## src/rtl/calp_pkg.sv

```systemverilog
package calp_pkg;
  typedef enum logic [2:0] {
    S_IDLE,
    S_EVAL,
    S_DELTA,
    S_WIN,
    S_RATIO,
    S_PERIOD,
    S_FINISH
  } calp_state_t;
endpackage

```

## src/rtl/calp_divider.sv

```systemverilog
module calp_divider #(
  parameter int DIV_W = 64
) (
  input  logic             clk,
  input  logic             rst,
  input  logic             go,
  input  logic [DIV_W-1:0] dividend,
  input  logic [DIV_W-1:0] divisor,
  output logic             busy,
  output logic             done,
  output logic [DIV_W-1:0] quotient
);
  localparam int CW = $clog2(DIV_W);

  logic [DIV_W-1:0] rem_q, dvd_q, dvs_q, rem_nx;
  logic [CW-1:0]    cnt_q;
  logic [DIV_W:0]   trial, diff;
  logic             qbit;

  always_comb begin
    trial  = {rem_q, dvd_q[DIV_W-1]};
    diff   = trial - {1'b0, dvs_q};
    qbit   = (trial >= {1'b0, dvs_q});
    rem_nx = qbit ? diff[DIV_W-1:0] : trial[DIV_W-1:0];
  end

  always_ff @(posedge clk) begin
    if (rst) begin
      rem_q <= '0;
      dvd_q <= '0;
      dvs_q <= '0;
      cnt_q <= '0;
      busy  <= 1'b0;
      done  <= 1'b0;
    end else begin
      done <= 1'b0;
      if (go && !busy) begin
        rem_q <= '0;
        dvd_q <= dividend;
        dvs_q <= divisor;
        cnt_q <= CW'(DIV_W - 1);
        busy  <= 1'b1;
      end else if (busy) begin
        rem_q <= rem_nx;
        dvd_q <= {dvd_q[DIV_W-2:0], qbit};
        if (cnt_q == '0) begin
          busy <= 1'b0;
          done <= 1'b1;
        end else begin
          cnt_q <= cnt_q - 1'b1;
        end
      end
    end
  end

  assign quotient = dvd_q;
endmodule

```

## src/rtl/calp_window.sv

```systemverilog
module calp_window #(
  parameter int CNT_W  = 32,
  parameter int CYC_W  = 32,
  parameter int FREQ_W = 8,
  parameter int DIV_W  = 64,
  parameter int XSHIFT = 15
) (
  input  logic [CNT_W-1:0]  raw,
  input  logic [CYC_W-1:0]  cycles,
  input  logic [FREQ_W-1:0] mhz,
  input  logic [DIV_W-1:0]  tol,
  output logic [DIV_W-1:0]  expected,
  output logic              in_window
);
  logic [DIV_W-1:0] prod, lo, hi, raw_w;

  always_comb begin
    prod      = DIV_W'(mhz) * DIV_W'(64'd1000000) * DIV_W'(cycles);
    expected  = prod >> XSHIFT;
    lo        = expected - tol;
    hi        = expected + tol;
    raw_w     = DIV_W'(raw);
    in_window = (raw_w >= lo) && (raw_w <= hi);
  end
endmodule

```

## src/rtl/slowclk_period_calc.sv

```systemverilog
module slowclk_period_calc #(
  parameter int CNT_W   = 32,
  parameter int CYC_W   = 32,
  parameter int FREQ_W  = 8,
  parameter int OUT_W   = 32,
  parameter int FRAC    = 19,
  parameter int DIV_W   = 64,
  parameter int XSHIFT  = 15,
  parameter int TOL_DIV = 2000
) (
  input  logic              clk,
  input  logic              rst,
  input  logic              start_i,
  input  logic [CNT_W-1:0]  raw_cnt_i,
  input  logic [CYC_W-1:0]  slow_cyc_i,
  input  logic [FREQ_W-1:0] ref_mhz_i,
  input  logic              xtal32k_i,
  output logic              busy_o,
  output logic              done_o,
  output logic [OUT_W-1:0]  period_o,
  output logic [OUT_W-1:0]  ratio_o,
  output logic              zero_o,
  output logic              win_fail_o,
  output logic              div_err_o
);
  import calp_pkg::*;

  calp_state_t      st;
  logic [CNT_W-1:0]  raw_q;
  logic [CYC_W-1:0]  cyc_q;
  logic [FREQ_W-1:0] mhz_q;
  logic              xtal_q;
  logic [DIV_W-1:0]  delta_q, div_a, div_b;
  logic              div_go;
  logic [OUT_W-1:0]  res_per, res_rat;
  logic              res_wf, res_err;

  logic [DIV_W-1:0] expected, quot, scaled, prod, per_dvd;
  logic             in_win, div_busy, div_done;

  always_comb begin
    scaled  = DIV_W'(raw_q) << FRAC;
    prod    = DIV_W'(mhz_q) * DIV_W'(cyc_q);
    per_dvd = scaled + (prod >> 1) - DIV_W'(1);
  end

  calp_window #(
    .CNT_W(CNT_W), .CYC_W(CYC_W), .FREQ_W(FREQ_W), .DIV_W(DIV_W), .XSHIFT(XSHIFT)
  ) u_win (
    .raw(raw_q), .cycles(cyc_q), .mhz(mhz_q), .tol(delta_q),
    .expected(expected), .in_window(in_win)
  );

  calp_divider #(.DIV_W(DIV_W)) u_div (
    .clk(clk), .rst(rst), .go(div_go), .dividend(div_a), .divisor(div_b),
    .busy(div_busy), .done(div_done), .quotient(quot)
  );

  always_ff @(posedge clk) begin
    if (rst) begin
      st         <= S_IDLE;
      raw_q      <= '0;
      cyc_q      <= '0;
      mhz_q      <= '0;
      xtal_q     <= 1'b0;
      delta_q    <= '0;
      div_a      <= '0;
      div_b      <= '0;
      div_go     <= 1'b0;
      res_per    <= '0;
      res_rat    <= '0;
      res_wf     <= 1'b0;
      res_err    <= 1'b0;
      done_o     <= 1'b0;
      period_o   <= '0;
      ratio_o    <= '0;
      zero_o     <= 1'b0;
      win_fail_o <= 1'b0;
      div_err_o  <= 1'b0;
    end else begin
      div_go <= 1'b0;
      done_o <= 1'b0;
      case (st)
        S_IDLE: begin
          if (start_i) begin
            raw_q  <= raw_cnt_i;
            cyc_q  <= slow_cyc_i;
            mhz_q  <= ref_mhz_i;
            xtal_q <= xtal32k_i;
            st     <= S_EVAL;
          end
        end
        S_EVAL: begin
          res_wf  <= 1'b0;
          res_err <= 1'b0;
          if (cyc_q == '0 || mhz_q == '0) begin
            res_per <= '0;
            res_rat <= '0;
            res_err <= 1'b1;
            st      <= S_FINISH;
          end else if (xtal_q) begin
            div_go <= 1'b1;
            div_a  <= expected;
            div_b  <= DIV_W'(TOL_DIV);
            st     <= S_DELTA;
          end else begin
            div_go <= 1'b1;
            div_a  <= scaled;
            div_b  <= DIV_W'(cyc_q);
            st     <= S_RATIO;
          end
        end
        S_DELTA: begin
          if (div_done) begin
            delta_q <= quot;
            st      <= S_WIN;
          end
        end
        S_WIN: begin
          if (in_win) begin
            div_go <= 1'b1;
            div_a  <= scaled;
            div_b  <= DIV_W'(cyc_q);
            st     <= S_RATIO;
          end else begin
            res_per <= '0;
            res_rat <= '0;
            res_wf  <= 1'b1;
            st      <= S_FINISH;
          end
        end
        S_RATIO: begin
          if (div_done) begin
            res_rat <= quot[OUT_W-1:0];
            div_go  <= 1'b1;
            div_a   <= per_dvd;
            div_b   <= prod;
            st      <= S_PERIOD;
          end
        end
        S_PERIOD: begin
          if (div_done) begin
            res_per <= quot[OUT_W-1:0];
            st      <= S_FINISH;
          end
        end
        S_FINISH: begin
          period_o   <= res_per;
          ratio_o    <= res_rat;
          zero_o     <= (res_per == '0);
          win_fail_o <= res_wf;
          div_err_o  <= res_err;
          done_o     <= 1'b1;
          st         <= S_IDLE;
        end
        default: st <= S_IDLE;
      endcase
    end
  end

  assign busy_o = (st != S_IDLE) || div_busy;
endmodule

```

## config.mk

```make
export PLATFORM = sky130hd
export DESIGN_NAME = slowclk_period_calc
export DESIGN_NICKNAME = d
export VERILOG_FILES = /design/src/rtl/calp_pkg.sv /design/src/rtl/calp_divider.sv /design/src/rtl/calp_window.sv /design/src/rtl/slowclk_period_calc.sv
export SDC_FILE = /design/constraint.sdc
export NUM_CORES = 2
export LEC_CHECK = 0
export ABC_AREA = 1
export BUFFER_PORTS_ARGS = -buffer_cell sky130_fd_sc_hd__buf_4
export CORE_MARGIN = 2
export CORE_UTILIZATION = 54
export DETAILED_ROUTE_END_ITERATION = 10
export GPL_ROUTABILITY_DRIVEN = 0
export GPL_TIMING_DRIVEN = 0
export HOLD_SLACK_MARGIN = 0.02
export MAX_ROUTING_LAYER = met4
export PLACE_DENSITY = 0.68
export SYNTH_ARGS = -nofsm -noshare
export SYNTH_HDL_FRONTEND = slang
export SYNTH_SLANG_ARGS = --single-unit
export TNS_END_PERCENT = 100
```

## constraint.sdc

```tcl
create_clock -name clk -period 19.4 [get_ports clk]
set_input_delay 0.97 -clock clk [delete_from_list [all_inputs] [get_ports clk]]
set_output_delay 0.97 -clock clk [all_outputs]
set_load 0.01 [all_outputs]
```

======== Word level (Yosys, flattened, before mapping) ========
Cells that the tools add are included.
word-level totals
  bits in registers ....................... 603
  latch bits .............................. 0
  RAM bits ................................ 0
  ROM bits ................................ 0
  input port bits ......................... 76
  output and inout port bits .............. 69
  word-level logic and storage cells ...... 119
  memories kept ........................... 0
operators by class
  add/subtract/negate cells ............... 6
  multiply operators ...................... 3
  div/mod/pow operators ................... 0
  magnitude comparators ................... 3
  equality and inequality tests ........... 15
  shifts and indexed selects .............. 0
  multiplexer cells ....................... 41
  bitwise gates (word level) .............. 1
  reduce and logical (&&, ||, !) cells .... 25
operator list
  cell                     number
  $mux W64                 9
  $pmux W64 S3             2
  $pmux W32 S3             2
  $mux W32                 4
  $ge A65 B64 Y1           1
  $add A45 B64 Y64         1
  $ge A32 B64 Y1           1
  $le A32 B64 Y1           1
  $logic_not A32 Y1        2
  $sub A45 B64 Y64         1
  $sub A64 B64 Y64         1
  $mul A22 B32 Y54         1
  $sub A52 B1 Y53 const B  1
  $add A51 B39 Y52         1
  $mux W51                 1
  $mul A8 B32 Y40          1
  $mul A8 B14 Y22 const B  1
  $mux W3                  6
  $mux W6                  3
  $pmux W3 S6              1
  $reduce_and A4 Y1        4
  $mux W1                  10
  $ne A2 B2 Y1 const B     5
  $eq A3 B3 Y1 const B     3
  19 further kinds         31

======== Depth between registers and ports, before layout ========
  depth in word-level cells ............... 7
  mapped depth ............................ 76
  mapped depth without buffers ............ 74

======== Modules after synthesis ========
From an unflattened synthesis, not the netlist that was laid out.
unflattened totals
  cells, all modules ...................... 12644
  area total of the unflattened synthesis .. 80307.0 µm²
by module, submodules not included
  module               instances  cells each  area an instance (µm²)  sequential area each (µm²)
  calp_window          1          5664        36707.7                 0.0
  slowclk_period_calc  1          4391        28631.2                 7587.3
  calp_divider         1          2589        14968.1                 4003.8

======== Worst setup path before layout ========
OpenSTA, ideal clock, no wires.
  kind .................................... reg2reg
  start point ............................. reg mhz_q[3]
  end point ............................... reg res_per[10]
  setup time .............................. 110 ps
  data arrival time ....................... 12474 ps
  required time ........................... 19290 ps
  path slack .............................. 6816 ps
  stages on the path, launching flop included .. 70
  cell sequence ........................... dfxtp_1 -> fa_1 -> ha_1 -> fa_1 -> inv_1 -> fa_1 -> inv_1 -> ha_1 -> nand2_1 -> nor3_1 -> nand3_1 -> o2111ai_1 -> nand3_1 -> nand2_1 -> nand2_1 -> nand2_1 -> a21oi_1 -> or2_2 -> [... 34 more ...] -> ha_1 -> nand2_1 -> nor2_1 -> nand2_1 -> nor2_1 -> nand2_1 -> a21oi_1 -> nand2_1 -> nor2_1 -> nand2_1 -> nor3_2 -> nand3_2 -> nand3_4 -> buf_2 -> buf_2 -> nand4_1 -> nand2_1 -> nor2_1
on the way
  word-level cells in the longest chain between the ends .. 7
  elaborated cells between the ends (all ways) .. 12
  classes of those cells .................. add/sub (2); mul (2); order compare (2); eq/ne (2); reduce/logical (4)
ends and longest elaborated chain
  item                                                  line                                  RTL
  from (decl)                                           slowclk_period_calc.sv:31             logic [FREQ_W-1:0] mhz_q;
  from (signal assigned)                                slowclk_period_calc.sv:88             mhz_q <= ref_mhz_i;
  $mul A8 B14 Y22                                       calp_window.sv:18                     prod = DIV_W'(mhz) * DIV_W'(64'd1000000) * DIV_W'(cycles);
  $mul A22 B32 Y54                                      calp_window.sv:18
  $sub A45 B64 Y64 or $add A45 B64 Y64 (tied branches)  calp_window.sv:20, calp_window.sv:21
  $ge A32 B64 Y1 or $le A32 B64 Y1 (tied branches)      calp_window.sv:23                     in_window = (raw_w >= lo) && (raw_w <= hi);
  $logic_and A1 B1 Y1                                   calp_window.sv:23
  $ne A2 B2 Y1 (no source line)                         n/a
  $reduce_and A4 Y1 (no source line) *                  n/a
  to (signal assigned)                                  slowclk_period_calc.sv:143            res_per <= quot[OUT_W-1:0];
  to (decl)                                             slowclk_period_calc.sv:35             logic [OUT_W-1:0] res_per, res_rat;
Mark *: on every way between the ends. The rest lies on a longest branch, timed or not.
A chain may end at the register's enable or synchronous reset.

======== Worst setup path in the final report ========
  start point ............................. reg mhz_q[0]
  end point ............................... reg res_rat[9]
on the way
  word-level cells in the longest chain between the ends .. 7
  elaborated cells between the ends (all ways) .. 12
  classes of those cells .................. add/sub (2); mul (2); order compare (2); eq/ne (2); reduce/logical (4)
ends and longest elaborated chain
  item                                                  line                                  RTL
  $mul A8 B14 Y22                                       calp_window.sv:18
  $mul A22 B32 Y54                                      calp_window.sv:18
  $sub A45 B64 Y64 or $add A45 B64 Y64 (tied branches)  calp_window.sv:20, calp_window.sv:21
  $ge A32 B64 Y1 or $le A32 B64 Y1 (tied branches)      calp_window.sv:23
  $logic_and A1 B1 Y1                                   calp_window.sv:23
  $ne A2 B2 Y1 (no source line)                         n/a
  $reduce_and A4 Y1 (no source line) *                  n/a
  to (signal assigned)                                  slowclk_period_calc.sv:134            res_rat <= quot[OUT_W-1:0];
  to (decl)                                             slowclk_period_calc.sv:35
Marks and branches as above.

==> impl_metrics.ini <==
[worst_setup_path]
critPathArrivalTime_ps = 18600
reg2reg_depth = 66
rrSetupSlack_ps = 1400
crit_end = res_rat[9]$_SDFFE_PP0P_
worstPathRequired_ps = 20000
worstSetupStartpointType = register
critPathSlowestCell = xor2_1
startpoint = mhz_q[0]$_SDFFE_PP0P_
worst_path_most_repeated_cell = nand2_1
path_max_fanout = 10
cp_num_cells = 66
crit_type = register to register
reg2reg_from = mhz_q[0]$_SDFFE_PP0P_
crit_family = adder cells
rr_endpoint = res_rat[9]$_SDFFE_PP0P_
end_kind = register
worst_path_largest_cell_delay_ps = 930
critPathBufInv = 14

[cells_and_area]
area_growth_pct = 7.79
multi_input_area_sq_um = 51300
final_cell_area_sq_um = 79000
drive_gt1_frac = 0.0477
layout.area.seq_sq_um = 10900
nFillCells = 13200
final_cell_mix = nand2_1, inv_1, nor2_1
layout_commonest_cell = nand2_1
finalNetCount = 12600
finalCoreUtilization = 0.585
instances_no_fill = 13100

[run_status]
violations = max-capacitance violations, max-slew violations
status = complete, but fails checks

[synthesis]
synth_ff_type = dfxtp_1
ys_ff_latch = 544
async_flop_share = 0
synthCells = 11000
syn_area_per_cell_sq_um = 6.67
synth-seq-area-share = 0.149
ys_types = 62
syn_nets = 12400
ys_warn_count = 0
syn_area_sq_um = 73300
synth_edf_count = 0

[clock_tree]
cts_resized = 0
clock_sinks = 544
htreeDepth = 2
clk_latency_ps = 710
cts_buffers = 61
postCtsSetupBuffers = 0
clk_pin_slew_ps = 70
cts_buffer_depth = 3
cts_tree = done
postCtsHoldBufs = 0
cts_root_buf = clkbuf_16

[global_route]
grt_max_degree = 18
gr-total-overflow = 0
antenna_found_initial = 16
grt_pass1_wl_microns = 433000
track_usage = 0.432
grt_pass1_vias = 70700

[sta]
drv_slew = 2
finalSetupTns_ps = 0
max_slew.worst_pin.slew_ps = 1640
fin_crit_sh = 0.928
min_period_ps = 18000
fmax_mhz = 55.6
grt_setup_unrepaired = false
finClkSkew_ps = 41.8
slew-limit-headroom = -0.106
setup_violations = 0
finalHoldViolCount = 0

[drt]
routed_wl_microns = 294000
vias = 74800
ant_nets = 0
wl_per_cell_microns = 22.5
vias_per_cell = 5.72
drc = 0
drtIter0Drc = 9511
first_pass_iters = 10

[placement]
placed_cells = 12900
port-buffer-count = 144
post_dp_cell_area_sq_um = 76600
hpwlAfterDp_microns = 248000

[floorplanning]
io_pins = 145
dieArea_sq_um = 139000
die_width_microns = 372
initial_core_util = 0.542
floorplan.die.height_microns = 372
core_area_sq_um = 135000
rows = 135

[hold_path]
hold_path_class = register to register

[run]
max-cap-violations = 1
-- worst min-delay path by stage --
stage,startpoint,endpoint,slack [ps],cells past startpoint
2_1_floorplan,res_rat[0]$_SDFFE_PP0P_,ratio_o[0]$_SDFFE_PP0P_,430,2
3_3_place_gp,div_b[33]$_SDFFE_PP0P_,div_b[33]$_SDFFE_PP0P_,450,2
3_5_place_dp,div_b[37]$_SDFFE_PP0P_,div_b[37]$_SDFFE_PP0P_,450,2
4_1_cts,div_b[33]$_SDFFE_PP0P_,div_b[33]$_SDFFE_PP0P_,460,2
5_1_grt,res_rat[6]$_SDFFE_PP0P_,ratio_o[6]$_SDFFE_PP0P_,480,2
6_report,res_rat[0]$_SDFFE_PP0P_,ratio_o[0]$_SDFFE_PP0P_,460,2
-- synth_stat cells (4+ instances only) --
master / number / area [sq um]
o211ai_1: 28 / 210
o221ai_1: 33 / 289
buf_6: 5 / 56.3
inv_2: 55 / 206
a21oi_1: 757 / 3790
fa_1: 797 / 16000
nand3_1: 281 / 1410
nand3_2: 18 / 180
nor4_1: 32 / 200
nor3_2: 11 / 110
a22oi_1: 4 / 30.0
a21o_1: 23 / 173
xor2_1: 126 / 1100
o21ai_1: 7 / 35.0
or2_2: 44 / 275
inv_1: 2383 / 8940
a31oi_1: 52 / 325
ha_1: 551 / 6890
nor3_1: 66 / 330
nand3b_1: 50 / 375
nor2_4: 7 / 78.8
xnor2_1: 68 / 596
o21a_1: 23 / 173
nand4_1: 130 / 813
nor2_2: 42 / 263
dfxtp_1: 544 / 10900
buf_2: 52 / 260
clkbuf_1: 339 / 1270
a21boi_0: 9 / 67.6
buf_4: 19 / 143
o21ai_0: 513 / 2570
and2_1: 15 / 93.8
nor2_1: 955 / 3580
nand2_1: 2775 / 10400
buf_1: 30 / 113
o21bai_1: 28 / 210
o31ai_1: 7 / 52.6
clkinv_1: 16 / 60.1
o2111ai_1: 4 / 35.0
nand2_2: 7 / 43.8
a211oi_1: 10 / 75.1
o22ai_1: 45 / 282
and3_1: 5 / 31.3
-- registers in the layout (all words and copies together), names as in the netlist, 40 cells and up --
| register | cells |
|---|---|
| u_div.dvs_q | 40 |
| u_div.rem_q | 64 |
| u_div.quotient | 64 |
| delta_q | 64 |
| div_a | 53 |
| div_b | 40 |
-- metal layers --
| metal | GRT usage | part of all wire |
|---|---|---|
| met5 | - | 0 |
| met3 | 0.110 | 0.12 |
| met2 | 0.627 | 0.42 |
| met4 | 0.319 | 0.096 |
| met1 | 0.518 | 0.37 |
-- per-stage QoR --
| stage | setup WS (ps) | hold WS [ps] |
|---|---|---|
| 2_1_floorplan | 6820 | 430 |
| 3_3_place_gp | 2060 | 448 |
| 3_5_place_dp | 2020 | 451 |
| 4_1_cts | 1980 | 460 |
| 5_1_grt | 701 | 478 |
| 6_report | 1400 | 464 |
-- worst register-to-register path, delay by kind of cell (launching register included) --
family                   cells  cell delay (ps)
buffers and inverters       14             3080
flip-flops                   1              410
adder cells (fa/ha/maj)     14             6580
AO/OA/AOI/OAI                8             1840
AND/OR/NAND/NOR             28             4880
XOR/XNOR                     2             1110
-- area by class of cell --
type	count	area share
Buffer	445	0.0234
Tap cell	1781	0.0282
Inverter	2455	0.117
Clock inverter	40	0.00676
Clock buffer	75	0.0214
Multi-Input combinational cell	7550	0.650
Antenna cell	20	0.000634
Sequential cell	544	0.138
Timing Repair Buffer	154	0.0152
-- cells by family (layout without fill, tap and decap cells) --
| group | after synthesis | in the layout | synth area share |
|---|---|---|---|
| adder cells (fa/ha/maj) | 1348 | 1348 | 0.312 |
| flip-flops | 544 | 544 | 0.149 |
| AO/OA/AOI/OAI | 1563 | 1563 | 0.116 |
| other | 0 | 20 | 0 |
| buffers and inverters | 2900 | 3169 | 0.151 |
| XOR/XNOR | 194 | 194 | 0.0232 |
| AND/OR/NAND/NOR | 4445 | 4445 | 0.249 |
Power is not shown: default switching activity piles up to over one toggle a cycle in this logic, so the estimate is an artifact.
